===== src/rtl/rs2_syn_pkg.sv =====
package rs2_syn_pkg;

  // Field multiply by shift-and-reduce, used at elaboration only.
  function automatic int gf_mul(input int a, input int b, input int m, input int poly);
    int r;
    int x;
    r = 0;
    x = a;
    for (int i = 0; i < m; i++) begin
      if (((b >> i) & 1) == 1) r = r ^ x;
      x = x << 1;
      if (((x >> m) & 1) == 1) x = x ^ poly;
    end
    return r;
  endfunction

  // alpha^e with alpha = 2
  function automatic int gf_pow(input int e, input int m, input int poly);
    int r;
    r = 1;
    for (int i = 0; i < e; i++) r = gf_mul(r, 2, m, poly);
    return r;
  endfunction

endpackage


===== src/rtl/gf_const_mul.sv =====
module gf_const_mul #(
  parameter int M    = 5,
  parameter int POLY = 'h25,
  parameter int K    = 1
) (
  input  logic [M-1:0] a,
  output logic [M-1:0] p
);
  import rs2_syn_pkg::*;

  logic [M-1:0] term [M];

  // Column i is K*alpha^i. Where input bit i is set, that column joins the XOR sum.
  for (genvar i = 0; i < M; i++) begin : g_col
    localparam logic [M-1:0] COLV = M'(gf_mul(K, 1 << i, M, POLY));
    assign term[i] = a[i] ? COLV : '0;
  end

  always_comb begin
    p = '0;
    for (int i = 0; i < M; i++) p = p ^ term[i];
  end
endmodule


===== src/rtl/syn_pair_ctrl.sv =====
module syn_pair_ctrl #(
  parameter int N = 31
) (
  input  logic clk,
  input  logic rst_n,
  input  logic in_valid,
  input  logic in_start,
  output logic in_ready,
  output logic step,
  output logic clear,
  output logic hi_en,
  output logic done
);
  localparam int PAIRS    = (N + 1) / 2;
  localparam bit ODD_LEN  = (N % 2) == 1;
  localparam bit ONE_PAIR = PAIRS == 1;
  localparam int CW       = $clog2(PAIRS + 1);

  logic          busy;
  logic [CW-1:0] cnt;
  logic          acc_ok;
  logic          last;

  assign in_ready = !done;
  assign acc_ok   = in_valid && in_ready;
  assign step     = acc_ok && (in_start || busy);
  assign clear    = acc_ok && in_start;
  // For an odd length the first pair has no early symbol, so its high lane is gated.
  assign hi_en    = !(ODD_LEN && in_start);
  assign last     = step && (in_start ? ONE_PAIR : (cnt == CW'(PAIRS - 1)));

  always_ff @(posedge clk or negedge rst_n) begin
    if (!rst_n) begin
      busy <= 1'b0;
      cnt  <= '0;
      done <= 1'b0;
    end else begin
      done <= last;
      if (step) begin
        busy <= !last;
        if (last)          cnt <= '0;
        else if (in_start) cnt <= CW'(1);
        else               cnt <= cnt + CW'(1);
      end
    end
  end

  p_single_pulse_r5: assert property (@(posedge clk) disable iff (!rst_n)
    done |=> !done);
  p_done_after_pair_r5: assert property (@(posedge clk) disable iff (!rst_n)
    done |-> $past(acc_ok));
  p_cnt_bound_r3: assert property (@(posedge clk) disable iff (!rst_n)
    cnt < CW'(PAIRS));
endmodule


===== src/rtl/syn_pair_cell.sv =====
module syn_pair_cell #(
  parameter int M        = 5,
  parameter int POLY     = 'h25,
  parameter int ROOT_EXP = 1
) (
  input  logic         clk,
  input  logic         rst_n,
  input  logic         step,
  input  logic         clear,
  input  logic         hi_en,
  input  logic [M-1:0] r_hi,
  input  logic [M-1:0] r_lo,
  output logic [M-1:0] acc
);
  import rs2_syn_pkg::*;

  localparam int K_FB = gf_pow(2 * ROOT_EXP, M, POLY);
  localparam int K_HI = gf_pow(ROOT_EXP, M, POLY);

  logic [M-1:0] base;
  logic [M-1:0] hi_gated;
  logic [M-1:0] fb_prod;
  logic [M-1:0] hi_prod;

  assign base     = clear ? '0 : acc;
  assign hi_gated = r_hi & {M{hi_en}};

  gf_const_mul #(.M(M), .POLY(POLY), .K(K_FB)) u_fb (.a(base),     .p(fb_prod));
  gf_const_mul #(.M(M), .POLY(POLY), .K(K_HI)) u_hi (.a(hi_gated), .p(hi_prod));

  always_ff @(posedge clk or negedge rst_n) begin
    if (!rst_n)    acc <= '0;
    else if (step) acc <= fb_prod ^ hi_prod ^ r_lo;
  end

  p_hold_idle_r8: assert property (@(posedge clk) disable iff (!rst_n)
    !step |=> $stable(acc));
  p_masked_first_r3: assert property (@(posedge clk) disable iff (!rst_n)
    (step && clear && !hi_en) |=> (acc == $past(r_lo)));
endmodule


===== src/rtl/rs2_syndrome.sv =====
module rs2_syndrome #(
  parameter int SYM_W      = 5,
  parameter int FIELD_POLY = 'h25,
  parameter int CW_LEN     = 31,
  parameter int T_CORR     = 2,
  parameter int FIRST_ROOT = 1
) (
  input  logic                        clk,
  input  logic                        rst_n,
  input  logic                        in_valid,
  output logic                        in_ready,
  input  logic                        in_start,
  input  logic [SYM_W-1:0]            sym_hi,
  input  logic [SYM_W-1:0]            sym_lo,
  output logic                        syn_valid,
  output logic [2*T_CORR*SYM_W-1:0]   syn,
  output logic                        err_present
);
  localparam int NSYN = 2 * T_CORR;

  logic step;
  logic clear;
  logic hi_en;

  syn_pair_ctrl #(.N(CW_LEN)) u_ctrl (
    .clk      (clk),
    .rst_n    (rst_n),
    .in_valid (in_valid),
    .in_start (in_start),
    .in_ready (in_ready),
    .step     (step),
    .clear    (clear),
    .hi_en    (hi_en),
    .done     (syn_valid)
  );

  for (genvar g = 0; g < NSYN; g++) begin : g_cell
    syn_pair_cell #(
      .M        (SYM_W),
      .POLY     (FIELD_POLY),
      .ROOT_EXP (FIRST_ROOT + g)
    ) u_cell (
      .clk   (clk),
      .rst_n (rst_n),
      .step  (step),
      .clear (clear),
      .hi_en (hi_en),
      .r_hi  (sym_hi),
      .r_lo  (sym_lo),
      .acc   (syn[g*SYM_W +: SYM_W])
    );
  end

  assign err_present = |syn;

  p_result_frozen_r7: assert property (@(posedge clk) disable iff (!rst_n)
    syn_valid |=> $stable(syn));
  p_ready_back_r10: assert property (@(posedge clk) disable iff (!rst_n)
    syn_valid |=> in_ready);
endmodule


===== config.mk =====
export PLATFORM = sky130hd
export DESIGN_NAME = rs2_syndrome
export DESIGN_NICKNAME = d
export VERILOG_FILES = /design/src/rtl/rs2_syn_pkg.sv /design/src/rtl/gf_const_mul.sv /design/src/rtl/syn_pair_ctrl.sv /design/src/rtl/syn_pair_cell.sv /design/src/rtl/rs2_syndrome.sv
export SDC_FILE = /design/constraint.sdc
export NUM_CORES = 1
export LEC_CHECK = 0
export BUFFER_PORTS_ARGS = -buffer_cell sky130_fd_sc_hd__buf_2
export CAP_MARGIN = 20
export CORE_MARGIN = 1
export CORE_UTILIZATION = 40
export DETAILED_ROUTE_END_ITERATION = 10
export PLACE_DENSITY_LB_ADDON = 0.1
export SLEW_MARGIN = 20
export SYNTH_ARGS = -nofsm -noshare
export SYNTH_HDL_FRONTEND = slang
export SYNTH_SLANG_ARGS = --single-unit

===== constraint.sdc =====
create_clock -name clk -period 1.65 [get_ports clk]
set_input_delay 0.495 -clock clk [delete_from_list [all_inputs] [get_ports clk]]
set_output_delay 0.495 -clock clk [all_outputs]
set_load 0.005 [all_outputs]

==> impl_metrics.env, run 1 <==
export IMPL_status="finished, violations left"
export IMPL_violations="negative setup slack"
export IMPL_routedWlPerCell_um=14.8
export IMPL_dp_hpwl_mm=4.33
export IMPL_syn_inst=249
export IMPL_drtAntennaViolNets=0
export IMPL_max_stage_delay_ns=0.44
export IMPL_ys_top_cells_by_area="dfrtp_1 (33%), xnor2_1 (16%), o21ai_0 (5.6%)"
export IMPL_final_nets=333
export IMPL_worst_setup_path_start_kind="register"
export IMPL_irDropWorstVdd_mv=0.690
export IMPL_ys_seq_area_share_pct=32.7
export IMPL_endpoint_kind="output port"
export IMPL_cp_max_fo=2
export IMPL_grt_pass1_vias=1821
export IMPL_worstSetupPathType="register to output port"
export IMPL_min_period_over_period_pct=121
export IMPL_cts_root_buffer_cell="clkbuf_8"
export IMPL_finalClockSkew_ns=0.00431
export IMPL_syn_area_um2=2070
export IMPL_cts_buffers=3
export IMPL_firstDrtPassIters=4
export IMPL_cp_data_arrival_time_ns=1.50
export IMPL_routed_wl_mm=5.67
export IMPL_path_depth=4
export IMPL_io_pins=37
export IMPL_fillers=482
export IMPL_worst_r2r_endpoint="g_cell[2].u_cell.acc[3]$_DFFE_PN0P_"
export IMPL_reg2reg_from="g_cell[2].u_cell.acc[0]$_DFFE_PN0P_"
export IMPL_grt_overflow_total=0
export IMPL_yosys_warnings=0
export IMPL_setup_viol=1
export IMPL_cellPowerDensity_nw_per_um2=1520
export IMPL_startpoint="g_cell[1].u_cell.acc[0]$_DFFE_PN0P_"
export IMPL_grt_max_degree=28
export IMPL_report_final_slew_viol_count=0
export IMPL_synth_avg_cell_area_um2=8.31
export IMPL_antenna_found_initial=0
export IMPL_rsz0062_at_grt="yes"
export IMPL_cts_clk_slew_worst_paths_ns=0.10
export IMPL_worstSkewPairLatency_ns=0.28
export IMPL_synth_seq_cells=27
export IMPL_cp_slowest_cell="dfrtp_1"
export IMPL_synth_largest_area_cell="dfrtp_1"
export IMPL_synth_fp_nets=265
export IMPL_place_ws_ns=-0.188
export IMPL_crit_required_ns=1.15
export IMPL_die_x_um=73.9
export IMPL_start_util_pct=42.7
export IMPL_vias_per_cell=5.08
export IMPL_htreeDepth=1
export IMPL_die_height_um=73.9
export IMPL_endpoint="err_present"
export IMPL_synth_cell_types=41
export IMPL_cp_buffers_inverters=1
export IMPL_area_growth_pct=33.3
export IMPL_grt_pass1_wl_mm=9.05
export IMPL_path_cells="nor4_2, and3_4, nand3_2, buf_2"
export IMPL_tns_ns=-0.349
export IMPL_place_gp_congestion=0.870
export IMPL_fin_ws_ns=-0.349
export IMPL_cap_violations=0
export IMPL_core_area_um2=4850
export IMPL_holdBufCountCts=0
export IMPL_hold_viol=0
export IMPL_vias=1945
export IMPL_drc=0
export IMPL_slew_headroom_pct=75.0
export IMPL_tightest_slew_ns=0.372
export IMPL_initialDrtViolationCount=124
export IMPL_cts_tree="yes"
export IMPL_reg2reg_slack_ns=0.11
export IMPL_period_minus_slack_ns=2.00
export IMPL_die_area_um2=5460
export IMPL_fmax_mhz=500
export IMPL_drive_gt1_share_pct=33.5
export IMPL_fp_row_count=25
export IMPL_power_leakage_nw=1.25
export IMPL_clockBufferDepth=2
export IMPL_synth_top_cell_area_share_pct=32.7
export IMPL_path_delay_family="simple AND/OR/NAND/NOR gates"
export IMPL_whs_ns=0.201
export IMPL_clock_sinks=27
export IMPL_holdCritPathClass="primary input to asynchronous set/reset pin"
export IMPL_port_buffers=36
export IMPL_n_antenna_cell=0
export IMPL_track_usage_pct=22.0
export IMPL_r2r_cells=5
==> cells by family (layout without fill, tap and decap cells) <==
kind of cell             Yosys count  in the layout  synth area share, %
AND/OR/NAND/NOR                   80             80                 18.6
buffers and inverters             28             95                 5.32
flip-flops                        27             27                 32.7
adder cells (fa/ha/maj)            2              2                 1.21
multiplexers                       4              4                 2.00
AO/OA/AOI/OAI                     57             57                 16.4
XOR/XNOR                          51             51                 23.8
==> area by class of cell <==
type | count | area (µm²) | area share [%]
clock buffers | 3 | 41.3 | 1.50
clock inverters | 1 | 5.00 | 0.181
inverters | 9 | 33.8 | 1.23
multi-input cells | 194 | 1370 | 49.6
flip-flops and latches | 27 | 676 | 24.5
well taps | 67 | 83.8 | 3.04
repair buffers | 82 | 551 | 20.0
==> worst min path at each step <==
stage,from,to,slack [ns],depth (start not counted)
3_5_place_dp,rst_n,u_ctrl.cnt[3]$_DFFE_PN0P_,0.52,2
2_1_floorplan,rst_n,g_cell[0].u_cell.acc[0]$_DFFE_PN0P_,0.20,0
5_1_grt,rst_n,g_cell[2].u_cell.acc[1]$_DFFE_PN0P_,0.25,2
3_3_place_gp,rst_n,u_ctrl.cnt[3]$_DFFE_PN0P_,0.53,2
4_1_cts,rst_n,g_cell[2].u_cell.acc[1]$_DFFE_PN0P_,0.21,2
6_report,rst_n,u_ctrl.cnt[3]$_DFFE_PN0P_,0.20,2
==> registers in the layout (all words and copies together) (netlist names) <==
signal,count
u_ctrl.done,1
g_cell.u_cell.acc,20
u_ctrl.busy,1
u_ctrl.cnt,5
==> report_power, final <==
part           total (W)  leakage [nW]  switching [W]  internal, W
clock network   0.000404        0.0255       0.000234     0.000170
registers        0.00123         0.328       0.000325     0.000902
logic            0.00256         0.893        0.00117      0.00139
total            0.00419          1.25        0.00173      0.00246
==> synth_stat cells <==
library cell	instances
a2bb2oi_1	1
buf_1	2
mux2_2	1
nand3_1	7
and3_1	2
xor2_1	11
nand4b_1	1
o211ai_1	5
o31ai_1	2
xnor2_1	37
dfrtp_1	27
nand3b_1	2
or2b_1	1
a31oi_1	1
a21oi_1	13
a211oi_1	1
nor2_1	17
or2_2	2
xnor3_1	2
nor4_1	6
buf_2	4
xnor2_4	1
mux2i_1	3
nand4_1	1
o22ai_1	3
o311a_1	2
o21ai_1	1
inv_1	9
clkbuf_1	13
a21boi_0	1
or3b_2	1
nor3b_1	1
a221oi_1	1
o21ai_0	23
a22oi_1	2
nor2b_1	2
nand2_1	30
ha_1	2
a31o_2	1
or3_1	2
nand2b_1	5
==> what timing repair did <==
| action | in CTS | in global routing |
|---|---|---|
| pin swaps | 0 | 5 |
| hold endpoints to repair | 0 | 0 |
| buffers inserted | 0 | 3 |
| setup endpoints to repair | 1 | 11 |
| gates resized for setup | 2 | 13 |
==> per-layer routing <==
layer	vias to the layer above	GRT usage, %	routed length, µm
li1	978	-	-
met1	918	33.1	2920
met2	43	34.0	2470
met5	-	0	0
met3	6	1.92	218
met4	0	5.34	64
==> layout by cell type (no fill, tap or decap), types with 2 or more instances in the layout <==
master / instances
xnor3_1: 2
nand2_1: 30
buf_12: 2
o311a_1: 2
o22ai_1: 3
inv_1: 9
nand2b_1: 5
or3_1: 2
buf_2: 36
nand3b_1: 2
buf_4: 44
xnor2_1: 33
o211ai_1: 5
nor4_1: 4
or2_2: 2
o21ai_0: 21
ha_2: 2
a21oi_1: 13
o21ai_1: 2
nor2b_1: 2
nand3_1: 6
xnor2_2: 4
o31ai_1: 2
dfrtp_1: 27
mux2i_1: 3
nor2_1: 16
clkbuf_8: 3
xor2_1: 10
==> per-stage QoR <==
stage | power, W | utilization, % | cell area, µm² | instances
floorplan | 0.00277 | - | 2080 | 249
global placement | 0.00361 | 53.9 | 2620 | 376
detailed placement | 0.00365 | 53.9 | 2620 | 376
CTS | 0.00407 | 55.1 | 2670 | 380
global route | 0.00454 | 56.9 | 2760 | 383
finish | 0.00419 | 56.9 | 2760 | 383
==> worst register-to-register path: stages (launching register included) <==
cell and delay (ns):
dfrtp_1 0.46, xnor2_1 0.37, xnor2_1 0.18, mux2i_1 0.21
nand4_1 0.11, o311a_1 0.11
Power figures use the tool's default switching activity.
==> run 2: changes to the inputs <==
--- a/config.mk
+++ b/config.mk
@@ -8,6 +8,9 @@
 export BUFFER_PORTS_ARGS = -buffer_cell sky130_fd_sc_hd__buf_2
 export CAP_MARGIN = 20
+export CELL_PAD_IN_SITES_DETAIL_PLACEMENT = 1
+export CELL_PAD_IN_SITES_GLOBAL_PLACEMENT = 1
 export CORE_MARGIN = 1
-export CORE_UTILIZATION = 40
+export CORE_UTILIZATION = 39
+export CTS_BUF_LIST = sky130_fd_sc_hd__clkbuf_4 sky130_fd_sc_hd__clkbuf_8
 export DETAILED_ROUTE_END_ITERATION = 10
 export PLACE_DENSITY_LB_ADDON = 0.1
==> constraint.sdc (replaced) <==
create_clock -name clk -period 1.65 [get_ports clk]
set_input_delay 0.495 -clock clk [delete_from_list [all_inputs] [get_ports clk]]
set_output_delay 0.495 -clock clk [all_outputs]
set_load 0.01 [all_outputs]
==> run 2 against run 1 <==
The flow still finishes with violations (negative setup slack). Worst setup slack improved by 0.045 ns. Critical path type unchanged. Flip-flop and latch count did not move. Sequential share of layout area rose by 0.48 points. Maximum frequency rose by 2.3%. Critical endpoint unchanged.
==> impl_metrics.env, run 2 (synthesis results as in run 1) <==
export IMPL_holdCritPathClass="primary input to asynchronous set/reset pin"
export IMPL_final_nets=331
export IMPL_final_common_cell="buf_4"
export IMPL_place_inst=380
export IMPL_finalClockSkew_ns=0.00568
export IMPL_cts_tree="yes"
export IMPL_routedWlPerCell_um=16.8
export IMPL_multi_input_comb_area_um2=1340
export IMPL_top_register="g_cell.u_cell.acc"
export IMPL_core_area_um2=5110
export IMPL_place_gp_congestion=0.784
export IMPL_cp_max_fo=2
export IMPL_drive_gt1_share_pct=31.8
export IMPL_die_x_um=74.8
export IMPL_power_w=0.00437
export IMPL_grt_max_degree=28
export IMPL_cp_data_arrival_time_ns=1.46
export IMPL_swShare_pct=42.6
export IMPL_vias=2007
export IMPL_status="finished, violations left"
export IMPL_cap_violations=0
export IMPL_dr_max_layer_used="met4"
export IMPL_violations="negative setup slack"
export IMPL_die_area_um2=5600
export IMPL_clock_sinks=27
export IMPL_reg2reg_slack_ns=0.04
export IMPL_n_antenna_cell=0
export IMPL_drtAntennaViolNets=0
export IMPL_antenna_found_initial=0
export IMPL_start_util_pct=40.5
export IMPL_wl_met3_um=125
export IMPL_worstSkewPairLatency_ns=0.28
export IMPL_place_ws_ns=-0.203
export IMPL_die_height_um=74.8
export IMPL_period_minus_slack_ns=1.95
export IMPL_largest_register_ff_count=20
export IMPL_endpoint_kind="output port"
export IMPL_report_final_slew_viol_count=0
export IMPL_slew_headroom_pct=72.5
export IMPL_largestRegisters="g_cell.u_cell.acc x20, u_ctrl.cnt x5"
export IMPL_worst_r2r_endpoint="g_cell[2].u_cell.acc[3]$_DFFE_PN0P_"
export IMPL_worstSetupPathType="register to output port"
export IMPL_met1_length_mm=3.13
export IMPL_combinationalPowerShare_pct=62.7
export IMPL_crit_required_ns=1.15
export IMPL_fillers=654
export IMPL_htreeDepth=1
export IMPL_tightest_slew_ns=0.409
export IMPL_p_clk_share_pct=9.7
export IMPL_drc=0
export IMPL_worst_setup_path_start_kind="register"
export IMPL_layout_common_cells="buf_4 (43), buf_2 (36), xnor2_1 (35)"
export IMPL_reg2reg_from="g_cell[2].u_cell.acc[0]$_DFFE_PN0P_"
export IMPL_initialDrtViolationCount=51
export IMPL_track_usage_pct=23.7
export IMPL_fmax_mhz=512
export IMPL_cts_buffers=3
export IMPL_grt_pass1_wl_mm=9.81
export IMPL_io_pins=37
export IMPL_internal_power_w=0.00251
export IMPL_final_util_pct=53.0
export IMPL_port_buffers=36
export IMPL_rsz0062_at_grt="yes"
export IMPL_pwr_share_seq_pct=27.6
export IMPL_grt_pass1_vias=1927
export IMPL_cellPowerDensity_nw_per_um2=1620
export IMPL_irDropWorstVdd_mv=0.650
export IMPL_routed_wl_mm=6.44
export IMPL_vias_per_cell=5.23
export IMPL_setup_viol=1
export IMPL_power_switching_w=0.00186
export IMPL_dr_wl_met2_mm=3.15
export IMPL_dp_hpwl_mm=4.90
export IMPL_r2r_cells=5
export IMPL_fin_cells=384
export IMPL_area_growth_pct=30.8
export IMPL_hold_viol=0
export IMPL_grt_overflow_total=0
export IMPL_clockBufferDepth=2
export IMPL_power_leakage_nw=1.23
export IMPL_fp_row_count=26
export IMPL_seq_area_um2=676
export IMPL_startpoint="g_cell[0].u_cell.acc[1]$_DFFE_PN0P_"
export IMPL_firstDrtPassIters=4
export IMPL_min_period_over_period_pct=118
export IMPL_cts_clk_slew_worst_paths_ns=0.11
export IMPL_cts_root_buffer_cell="clkbuf_8"
export IMPL_tns_ns=-0.304
export IMPL_fin_ws_ns=-0.304
==> run 2: metrics by stage <==
stage / instance area (µm²) / hold WS [ns]
after floorplan: 2080 / 0.199
after global placement: 2610 / 0.512
after detailed placement: 2610 / 0.525
after CTS: 2680 / 0.224
after global routing: 2710 / 0.225
final: 2710 / 0.210
==> run 2: worst max path at each step <==
stage	end	cells after the start	slack, ns
after global routing	err_present	4	-0.36
after CTS	err_present	4	-0.27
after global placement	g_cell[2].u_cell.acc[4]$_DFFE_PN0P_	7	-0.13
final	err_present	4	-0.30
after detailed placement	g_cell[3].u_cell.acc[2]$_DFFE_PN0P_	7	-0.20
after floorplan	g_cell[2].u_cell.acc[4]$_DFFE_PN0P_	6	0.04
==> run 2: area by class of cell <==
cell class | instances | share of cell area [%]
Multi-Input combinational cell | 194 | 49.4
Sequential cell | 27 | 25.0
Timing Repair Buffer | 80 | 19.3
Tap cell | 70 | 3.24
Clock buffer | 4 | 1.80
Inverter | 9 | 1.25
==> run 2: layer usage <==
layer | global-route usage (%) | vias to the layer above
li1 | - | 977
met1 | 33.3 | 1003
met2 | 40.5 | 25
met3 | 2.01 | 2
met4 | 3.77 | 0
met5 | 0 | -
==> run 2: what timing repair did <==
action                     CTS  global route
pin swaps                    0             2
setup endpoints to repair    1             8
hold buffers                 0             0
gates resized for setup      2            10
setup buffers                0             0
==> run 2: critical path: stages, from the launching register on <==
cell,delay (ns)
dfrtp_1,0.41
nor4_2,0.32
and3_1,0.22
nand3_1,0.07
buf_2,0.16
==> run 2: power by group through the flow <==
stage | Clock [W] | Combinational (W) | Sequential, W
global route | 0.000459 | 0.00302 | 0.00124
detailed placement | 0 | 0.00268 | 0.00119
finish | 0.000424 | 0.00274 | 0.00121
CTS | 0.000434 | 0.00271 | 0.00120
global placement | 0 | 0.00260 | 0.00120
floorplan | 0 | 0.00156 | 0.00129
==> run 3: changes to the inputs <==
Settings changed: CORE_ASPECT_RATIO set to 1.75, CTS_CLUSTER_DIAMETER set to 30.
==> run 3 against run 2 <==
Clock skew is 0.00077 ns higher. Routed wire length up 2.5%. Register-to-register slack better by 0.03 ns. The run ends with design-rule violations, negative setup slack left. Largest cell class unchanged. Clock power is 2% lower. Utilization rose by 1.5 points. Cell count fell by 3.4%. Clock-buffer cell count did not move.
==> impl_metrics.env, run 3 (synthesis results as in run 1) <==
export IMPL_fmax_mhz=507
export IMPL_final_nets=334
export IMPL_power_switching_w=0.00186
export IMPL_cts_buffers=3
export IMPL_grt_pass1_vias=2195
export IMPL_irDropWorstVdd_mv=0.774
export IMPL_slew_headroom_pct=70.6
export IMPL_area_growth_pct=32.2
export IMPL_worstSkewPairLatency_ns=0.28
export IMPL_layout_common_cells="buf_4 (43), buf_2 (36), xnor2_1 (34)"
export IMPL_finalClockSkew_ns=0.00645
export IMPL_fillers=644
export IMPL_track_usage_pct=24.5
export IMPL_start_util_pct=41.2
export IMPL_grt_max_degree=28
export IMPL_max_stage_delay_ns=0.40
export IMPL_drc=4
export IMPL_grt_pass1_wl_mm=10.6
export IMPL_vias_per_cell=5.48
export IMPL_cp_data_arrival_time_ns=1.48
export IMPL_cts_root_buffer_cell="clkbuf_8"
export IMPL_fin_cells=371
export IMPL_cts_tree="yes"
export IMPL_cellPowerDensity_nw_per_um2=1600
export IMPL_antenna_found_initial=0
export IMPL_clockBufferDepth=2
export IMPL_path_cells="nor4_2, buf_4, and3_1, nand3_1, buf_2"
export IMPL_n_antenna_cell=0
export IMPL_top_register="g_cell.u_cell.acc"
export IMPL_largest_register_ff_count=20
export IMPL_die_area_um2=5610
export IMPL_crit_required_ns=1.15
export IMPL_place_ws_ns=-0.182
export IMPL_drive_gt1_share_pct=32.8
export IMPL_place_inst=363
export IMPL_grt_overflow_total=0
export IMPL_place_gp_congestion=0.804
export IMPL_cp_max_fo=2
export IMPL_cp_slowest_cell="dfrtp_1"
export IMPL_worst_setup_path_start_kind="register"
export IMPL_io_pins=37
export IMPL_initialDrtViolationCount=49
export IMPL_pwr_share_seq_pct=27.8
export IMPL_power_leakage_nw=1.25
export IMPL_cap_violations=0
export IMPL_cts_clk_slew_worst_paths_ns=0.10
export IMPL_fin_ws_ns=-0.323
export IMPL_endpoint_kind="output port"
export IMPL_combinationalPowerShare_pct=62.7
export IMPL_firstDrtPassIters=7
export IMPL_tightest_slew_ns=0.442
export IMPL_core_area_um2=5020
export IMPL_port_buffers=36
export IMPL_holdCritPathClass="primary input to asynchronous set/reset pin"
export IMPL_tns_ns=-0.323
export IMPL_setup_viol=1
export IMPL_internal_power_w=0.00251
export IMPL_multi_input_comb_area_um2=1330
export IMPL_p_clk_share_pct=9.5
export IMPL_violations="design-rule violations, negative setup slack"
export IMPL_drtAntennaViolNets=0
export IMPL_swShare_pct=42.6
export IMPL_final_common_cell="buf_4"
export IMPL_die_height_um=98.3
export IMPL_period_minus_slack_ns=1.97
export IMPL_hold_viol=0
export IMPL_report_final_slew_viol_count=0
export IMPL_fp_row_count=34
export IMPL_routedWlPerCell_um=17.8
export IMPL_seq_area_um2=677
export IMPL_largestRegisters="g_cell.u_cell.acc x20, u_ctrl.cnt x5"
export IMPL_min_period_over_period_pct=120
export IMPL_clock_sinks=27
export IMPL_status="finished, violations left"
export IMPL_holdBufCountCts=0
export IMPL_vias=2034
export IMPL_dp_hpwl_mm=5.19
export IMPL_final_util_pct=54.5
export IMPL_htreeDepth=1
export IMPL_die_x_um=57.1
export IMPL_rsz0062_at_grt="yes"
export IMPL_routed_wl_mm=6.60
export IMPL_worstSetupPathType="register to output port"
## run 3: layer usage
| metal | track usage (%) | routed length (µm) | vias to the layer above |
|---|---|---|---|
| met3 | 2.65 | 135 | 8 |
| met2 | 49.2 | 3850 | 33 |
| li1 | - | - | 984 |
| met1 | 25.0 | 2480 | 1009 |
| met5 | 0 | 0 | - |
| met4 | 8.07 | 129 | 0 |
## run 3: per-stage QoR
step / total power, W / instance area [µm²] / hold slack [ns]
finish: 0.00437 / 2730 / 0.209
detailed placement: 0.00386 / 2610 / 0.530
floorplan: 0.00285 / 2080 / 0.199
CTS: 0.00431 / 2680 / 0.221
global placement: 0.00378 / 2610 / 0.515
global route: 0.00469 / 2730 / 0.240
## run 3: worst paths after layout
path                                                startpoint                                  end  slack (ns)  cells past startpoint
setup / recovery           g_cell[0].u_cell.acc[1]$_DFFE_PN0P_                          err_present       -0.32                      5
hold / removal                                           rst_n  g_cell[3].u_cell.acc[0]$_DFFE_PN0P_        0.21                      2
setup reg to reg                         u_ctrl.done$_DFF_PN0_            u_ctrl.cnt[2]$_DFFE_PN0P_        0.07                      5
hold reg to reg                      u_ctrl.cnt[1]$_DFFE_PN0P_            u_ctrl.cnt[1]$_DFFE_PN0P_        0.57                      2
max in group asynchronous                                rst_n                u_ctrl.done$_DFF_PN0_        1.13                      2
min in group clk                     u_ctrl.cnt[1]$_DFFE_PN0P_            u_ctrl.cnt[1]$_DFFE_PN0P_        0.57                      2
## run 3: cell type report
class | count | share of cell area, %
Multi-Input combinational cell | 194 | 48.7
Sequential cell | 27 | 24.8
Timing Repair Buffer | 83 | 21.0
Tap cell | 54 | 2.47
Clock buffer | 4 | 1.78
Inverter | 9 | 1.24
## run 3: what timing repair did
item / in CTS / in global routing
pin swaps: 0 / 4
setup buffers: 0 / 4
resized for setup: 4 / 9
hold endpoints to repair: 0 / 0
endpoints found under the setup margin: 2 / 10
## run 3: worst max-delay path, delay by kind of cell, from the launching register on
family / cells / cell delay [ns]
flops: 1 / 0.40
buf+inv: 2 / 0.31
simple gates: 3 / 0.49
## run 3: power by group through the flow
stage | clock [W] | sequential, W | combinational (W)
after CTS | 0.000429 | 0.00119 | 0.00269
after floorplan | 0 | 0.00129 | 0.00156
after detailed placement | 0 | 0.00119 | 0.00267
after global placement | 0 | 0.00118 | 0.00260
final | 0.000415 | 0.00122 | 0.00274
after global routing | 0.000454 | 0.00124 | 0.00300
